<file path="src/rtl/joyport_pkg.sv">
package joyport_pkg;

    // Offset of the combined button/axis status register.
    localparam int STATUS_OFS = 1;

    // Number of axis lanes and button inputs.
    localparam int N_AXES = 4;
    localparam int N_BTNS = 4;

    typedef enum logic [1:0] {
        PH_IDLE   = 2'd0,
        PH_DISCH  = 2'd1,
        PH_SETTLE = 2'd2,
        PH_MEAS   = 2'd3
    } phase_e;

endpackage

</file>
<file path="src/rtl/joyport_sync.sv">
module joyport_sync #(
    parameter int WIDTH  = 4,
    parameter int STAGES = 2
) (
    input  logic             clk,
    input  logic             rst_n,
    input  logic [WIDTH-1:0] din,
    output logic [WIDTH-1:0] dout
);
    logic [STAGES-1:0][WIDTH-1:0] stage_d, stage_q;

    always_comb begin
        stage_d[0] = din;
        for (int s = 1; s < STAGES; s++) begin
            stage_d[s] = stage_q[s-1];
        end
    end

    always_ff @(posedge clk or negedge rst_n) begin
        if (!rst_n) begin
            stage_q <= '0;
        end else begin
            stage_q <= stage_d;
        end
    end

    assign dout = stage_q[STAGES-1];
endmodule

</file>
<file path="src/rtl/joyport_seq.sv">
module joyport_seq
    import joyport_pkg::*;
#(
    parameter int PULSE_CYC   = 16,
    parameter int SYNC_STAGES = 2,
    parameter int N_LINES     = 4
) (
    input  logic               clk,
    input  logic               rst_n,
    input  logic               trigger,
    output logic [N_LINES-1:0] drive_low,
    output logic               sample_en
);
    localparam int MAXC  = (PULSE_CYC > SYNC_STAGES) ? PULSE_CYC : SYNC_STAGES;
    localparam int CNT_W = $clog2(MAXC + 1);

    typedef struct packed {
        phase_e     phase;
        logic [CNT_W-1:0] cnt;
        logic       drive;
    } seq_t;

    seq_t s_d, s_q;

    always_comb begin
        s_d = s_q;
        if (trigger) begin
            s_d.phase = PH_DISCH;
            s_d.cnt   = CNT_W'(PULSE_CYC - 1);
            s_d.drive = 1'b1;
        end else begin
            unique case (s_q.phase)
                PH_DISCH: begin
                    if (s_q.cnt == '0) begin
                        s_d.phase = PH_SETTLE;
                        s_d.cnt   = CNT_W'(SYNC_STAGES - 1);
                        s_d.drive = 1'b0;
                    end else begin
                        s_d.cnt = s_q.cnt - CNT_W'(1);
                    end
                end
                PH_SETTLE: begin
                    if (s_q.cnt == '0) begin
                        s_d.phase = PH_MEAS;
                    end else begin
                        s_d.cnt = s_q.cnt - CNT_W'(1);
                    end
                end
                PH_MEAS:  s_d = s_q;
                default:  s_d = s_q;
            endcase
        end
    end

    always_ff @(posedge clk or negedge rst_n) begin
        if (!rst_n) begin
            s_q <= '{phase: PH_IDLE, cnt: '0, drive: 1'b0};
        end else begin
            s_q <= s_d;
        end
    end

    assign drive_low = {N_LINES{s_q.drive}};
    assign sample_en = (s_q.phase == PH_MEAS);
endmodule

</file>
<file path="src/rtl/joyport_axis.sv">
module joyport_axis #(
    parameter int N_LINES = 4
) (
    input  logic               clk,
    input  logic               rst_n,
    input  logic               trigger,
    input  logic               sample_en,
    input  logic [N_LINES-1:0] pin_sync,
    output logic [N_LINES-1:0] busy
);
    logic [N_LINES-1:0] busy_d, busy_q;

    for (genvar i = 0; i < N_LINES; i++) begin : g_lane
        always_comb begin
            if (trigger) begin
                busy_d[i] = 1'b1;
            end else if (sample_en && pin_sync[i]) begin
                busy_d[i] = 1'b0;
            end else begin
                busy_d[i] = busy_q[i];
            end
        end
    end

    always_ff @(posedge clk or negedge rst_n) begin
        if (!rst_n) begin
            busy_q <= '0;
        end else begin
            busy_q <= busy_d;
        end
    end

    assign busy = busy_q;
endmodule

</file>
<file path="src/rtl/joyport_host.sv">
module joyport_host
    import joyport_pkg::*;
#(
    parameter int ADDR_W = 4
) (
    input  logic [ADDR_W-1:0] host_addr,
    input  logic              host_wr,
    input  logic [N_BTNS-1:0] btn_lvl,
    input  logic [N_AXES-1:0] axis_busy,
    output logic              trigger,
    output logic [7:0]        rdata
);
    logic hit;

    always_comb begin
        hit     = (host_addr == ADDR_W'(STATUS_OFS));
        trigger = hit && host_wr;
        rdata   = hit ? {btn_lvl, axis_busy} : 8'h00;
    end
endmodule

</file>
<file path="src/rtl/joyport_top.sv">
module joyport_top
    import joyport_pkg::*;
#(
    parameter int ADDR_W      = 4,
    parameter int PULSE_CYC   = 16,
    parameter int SYNC_STAGES = 2
) (
    input  logic              clk,
    input  logic              rst_n,
    input  logic [ADDR_W-1:0] host_addr,
    input  logic              host_wr,
    output logic [7:0]        host_rdata,
    input  logic [3:0]        btn_in,
    input  logic [3:0]        axis_in,
    output logic [3:0]        axis_drive_low
);
    logic              trig;
    logic              sample_en;
    logic [N_AXES-1:0] pin_sync;
    logic [N_AXES-1:0] axis_busy_q;

    joyport_host #(.ADDR_W(ADDR_W)) host_i (
        .host_addr (host_addr),
        .host_wr   (host_wr),
        .btn_lvl   (btn_in),
        .axis_busy (axis_busy_q),
        .trigger   (trig),
        .rdata     (host_rdata)
    );

    joyport_seq #(
        .PULSE_CYC   (PULSE_CYC),
        .SYNC_STAGES (SYNC_STAGES),
        .N_LINES     (N_AXES)
    ) seq_i (
        .clk       (clk),
        .rst_n     (rst_n),
        .trigger   (trig),
        .drive_low (axis_drive_low),
        .sample_en (sample_en)
    );

    joyport_sync #(.WIDTH(N_AXES), .STAGES(SYNC_STAGES)) sync_i (
        .clk   (clk),
        .rst_n (rst_n),
        .din   (axis_in),
        .dout  (pin_sync)
    );

    joyport_axis #(.N_LINES(N_AXES)) axis_i (
        .clk       (clk),
        .rst_n     (rst_n),
        .trigger   (trig),
        .sample_en (sample_en),
        .pin_sync  (pin_sync),
        .busy      (axis_busy_q)
    );
endmodule

</file>
<file path="config.mk">
export PLATFORM = sky130hd
export DESIGN_NAME = joyport_top
export DESIGN_NICKNAME = d
export VERILOG_FILES = /design/src/rtl/joyport_pkg.sv /design/src/rtl/joyport_sync.sv /design/src/rtl/joyport_seq.sv /design/src/rtl/joyport_axis.sv /design/src/rtl/joyport_host.sv /design/src/rtl/joyport_top.sv
export SDC_FILE = /design/constraint.sdc
export NUM_CORES = 1
export LEC_CHECK = 0
export CAP_MARGIN = 10
export CORE_MARGIN = 5
export CORE_UTILIZATION = 59
export DETAILED_ROUTE_END_ITERATION = 7
export DONT_BUFFER_PORTS = 1
export PLACE_DENSITY = 0.75
export SYNTH_ARGS = -nofsm -noshare
export SYNTH_HDL_FRONTEND = slang
export SYNTH_SLANG_ARGS = --single-unit
</file>
<file path="constraint.sdc">
create_clock -name clk -period 1.9 [get_ports clk]
set_input_delay 0.38 -clock clk [delete_from_list [all_inputs] [get_ports clk]]
set_output_delay 0.38 -clock clk [all_outputs]
set_load 0.03 [all_outputs]
</file>
-- Word level (Yosys, flattened, before mapping)
Index checks and enable logic that the tools add are counted.
- bits in registers: 20
- input bits: 15
- output and inout port bits: 12
- word-level logic and storage cells: 50
- add/subtract/negate cells: 1
- eq/ne operators: 7
- multiplexer cells: 17
- reductions and logical operators: 16
- operators with widths (operator ; number):
    $mux W8 ; 2
    $pmux W7 S2 ; 1
    $reduce_bool A2 Y1 ; 6
    $mux W1 ; 10
    $mux W5 ; 2
    $ne A3 B1 Y1 const B ; 2
    $logic_and A1 B1 Y1 ; 5
    $logic_not A5 Y1 ; 1
    $sub A5 B1 Y5 const B ; 1
    $eq A2 B2 Y1 const B ; 2
    $eq A4 B1 Y1 const B ; 1
    $mux W2 ; 2
    $reduce_and A2 Y1 ; 2
    $ne A3 B2 Y1 const B ; 1
    $reduce_and A3 Y1 ; 1
    $reduce_bool A3 Y1 ; 1
    $eq A2 B1 Y1 const B ; 1

-- Logic depth before layout (Yosys ltp)
- word-level depth: 4
- gate-level depth with buffers: 5

-- By module
Synthesis repeated with hierarchy kept, for this count alone.
- cell total of the unflattened synthesis: 78
- area total of the unflattened synthesis: 890.9 µm²
- modules (own cells, without submodules) (module ; times used ; cells each ; area an instance (µm²)):
    joyport_seq ; 1 ; 48 ; 465.4
    joyport_sync ; 1 ; 8 ; 200.2
    joyport_axis ; 1 ; 12 ; 145.1
    joyport_host ; 1 ; 10 ; 80.1

-- Least setup slack after synthesis
OpenSTA, ideal clock, no wires.
- path kind: register -> register
- start point: register seq_i.s_q[6] (netlist name)
- end point: register seq_i.s_q[4] (netlist name)
- library setup time: 0.124 ns
- data arrival time: 1.478 ns
- required time: 1.776 ns
- setup slack: 0.298 ns
- stages on the path, launching flop included: 5
- path through: dfrtp_1 -> inv_1 -> ha_1 -> or4_4 -> a211o_1
- word-level cells in the longest chain between the ends: 3
- elaborated cells on any way between the ends: 7
- RTL lines (element ; RTL line ; text):
    start, declared ; joyport_seq.sv:23 ; seq_t s_d, s_q;
    start signal, assigned ; joyport_seq.sv:57 ; s_q <= '{phase: PH_IDLE, cnt: '0, drive: 1'b0};
    $eq A2 B2 Y1 or $eq A2 B1 Y1 (tied branches) ; joyport_seq.sv:32 ; unique case (s_q.phase)
    $pmux W7 S2 (tied with other cells) ; joyport_seq.sv:32 ;
    $mux W8 or $reduce_and A2 Y1 (tied branches) ; -- ;
Several ways; a longest one is shown, not always the timed one.
A chain may end at the register's enable or synchronous reset.

-- Final worst setup path
Same ends and word-level chain as after synthesis.

==> flow_summary.toml <==
[synthesis]
synthArstFlopShare = 1.000
synth_edf_count = 0
syn_area_per_cell_um2 = 10.80
synth_top_cell_by_area = "dfrtp_1"
synth_seq_cells = 20
synthTopCellsByArea = "dfrtp_1 54%, ha_1 6.8%, nand2_1 5.7%, and2_1 5.4%, buf_4 3.3%"
syn_nets = 105
synth_cells = 85
synth_cell_types = 22
synth_area_um2 = 918.4
seq_area_frac_synth = 0.5450
synth_top_cell_area_share = 0.5450
ys_warn_count = 0
ys.flop_type = "dfrtp_1"

[global_route]
grt_busiest_layer = "met2"
grt_util_all_layers = 0.1451
grtUsageMet2 = 0.2275
antenna_found_initial = 0
met3_usage = 0.06928
grt-ovfl-total = 0
grt_pass1_wl_um = 2704
grt_pass1_vias = 615
grt_max_degree = 21
use_met1 = 0.1670

[sta]
finalClockSkew_ns = 0.001426
final_max_slew_viol_count = 0
final.setup.worst_slack_ns = 0.1897
setup-violations-final = 0
finalSetupTns_ns = 0
max_slew.worst_pin.slew_ns = 0.8399
rsz0062_at_grt = "no"
timing.fmax_mhz = 584.7
fin_crit_ns = 1.710
finalHoldViolCount = 0
finalCritPeriodShare = 0.9001
relSlewSlack = 0.4382

[route]
drc_errors = 0
wire_per_inst_um = 14.02
drtPass1Iterations = 4
drt_iter0_drc = 5
vias = 610
vias_per_cell = 5.495
totalWireLength_um = 1556
ant_nets = 0

[setup_path]
path_cells = "inv_1 > ha_1 > or4_4 > a211o_1"
cp-end-kind = "flop"
endpoint = "seq_i.s_q[4]"
r2r-start = "seq_i.s_q[6]"
worstPathMaxFanout = 8
slowest_stage = "or4_4"
crit_required_ns = 2.10
critical-path-max-stage-delay_ns = 0.44
start_kind = "flop"
crit_type = "reg2reg"
arrival_ns = 1.91
r2r-end = "seq_i.s_q[4]"
setup.worst_path.start = "seq_i.s_q[6]"
ff2ff_path_depth = 4
ff2ff_setup_slack_ns = 0.19

[finish]
fillers = 104
num_antenna_cells = 0
final_cell_mix = "20 x dfrtp_1, 14 x nand2_1, 11 x buf_4"
layout-drive-gt1-share = 0.1895
area_delta_synth_final_pct = 11.85
final_common_cell = "dfrtp_1"
finalNetCount = 116
stdcell_area_mm2 = 0.001027

[clock_tree]
cts_tree = "built"
htreeDepth = 1
cts_sinks = 20
clock_latency_ns = 0.30
cts_buffers = 3
post_cts_resized = 0
cts.path.max_buffers = 2
cts-root-buf = "clkbuf_4"
postCtsSetupRepairBufs = 0
cts-hold-fix-buffers = 1
clkSlewWorstSetupHoldPaths_ns = 0.11

[floorplanning]
dieArea_mm2 = 0.002446
ioPinCount = 27
core_mm2 = 0.001489
die_w_um = 49.46
start_util = 0.6168
rows = 14
die_y_um = 49.46

[run]
drv_cap = 0

[placed_design]
dp_hpwl_um = 1152
gp_congestion = 0.6914
place_ws_ns = 0.2030
numPortBuffers = 0
dpl_cell_area_um2 = 980.9

[pwr]
p_leak_uw = 0.0005205
p_per_area_mw_per_mm2 = 1409
peakVddDrop_v = 0.0008391

[status]
outcome = "completed"

[min_path]
worstHoldPathType = "in2reg"
## Yosys cell counts, types with 3 or more instances
library cell	instances
ha_1	5
nor2_1	4
dfrtp_1	20
buf_4	4
inv_1	6
and2_1	8
a211o_1	3
nor3_1	3
nand2_1	14
## worst min path at each step
stage | depth (start not counted) | endpoint | slack, ns | from
6_report | 0 | sync_i.stage_d[7] | 0.1 | axis_in[3]
5_1_grt | 0 | sync_i.stage_d[4] | 0.07 | axis_in[0]
4_1_cts | 0 | sync_i.stage_d[5] | 0.09 | axis_in[1]
3_5_place_dp | 0 | sync_i.stage_d[5] | 0.08 | rst_n
3_3_place_gp | 0 | sync_i.stage_d[5] | 0.08 | rst_n
2_1_floorplan | 0 | axis_i.busy[0] | 0.08 | rst_n
## flip-flops by register name, indices dropped and copies added (netlist names)
register	flops
seq_i.drive_low	1
sync_i.dout	4
sync_i.stage_d	4
seq_i.s_q	7
axis_i.busy	4
## logic make-up (layout without fill, tap and decap cells)
| group | Yosys count | after routing | share of synthesized area |
|---|---|---|---|
| AO/OA/AOI/OAI | 12 | 12 | 0.09129 |
| buffers and inverters | 12 | 22 | 0.06812 |
| AND/OR/NAND/NOR | 35 | 35 | 0.2166 |
| multiplexers | 1 | 1 | 0.01090 |
| adder cells (fa/ha/maj) | 5 | 5 | 0.06812 |
| flip-flops | 20 | 20 | 0.5450 |
## power by group
group / leakage (µW) / switching, µW / internal, µW
clock network: 0.0000210 / 126 / 117
logic: 0.000262 / 313 / 240
registers: 0.000237 / 103 / 550
total: 0.000521 / 541 / 907
## worst max-delay path: cells and delay by family (launching register included)
kind / cells / cell delay [ns]
compound gates: 1 / 0.29
simple gates: 1 / 0.44
fa+ha+maj: 1 / 0.38
flops: 1 / 0.43
buf+inv: 1 / 0.06
## layout make-up
type,instances,area (µm²),area share
Timing Repair Buffer,12,92.59,0.09013
Sequential cell,20,500.5,0.4872
Multi-Input combinational cell,53,355.3,0.3459
Clock buffer,4,36.28,0.03532
Tap cell,16,20.02,0.01949
Inverter,6,22.52,0.02192
## metal layers
| metal | wire length (µm) | vias to the layer above |
|---|---|---|
| met2 | 723 | 28 |
| met5 | 0 | - |
| li1 | - | 301 |
| met1 | 650 | 277 |
| met3 | 159 | 4 |
| met4 | 23 | 0 |
## per-stage QoR
stage | power, µW | hold slack [ns] | cells | utilization
after detailed placement | 1205 | 0.08473 | 106 | 0.6588
final | 1448 | 0.09743 | 111 | 0.6899
after floorplan | 1128 | 0.08441 | 85 | -
after global routing | 1571 | 0.06552 | 111 | 0.6899
after CTS | 1457 | 0.09100 | 111 | 0.6899
after global placement | 1172 | 0.08479 | 106 | 0.6588
(Power assumes the default switching activity.)
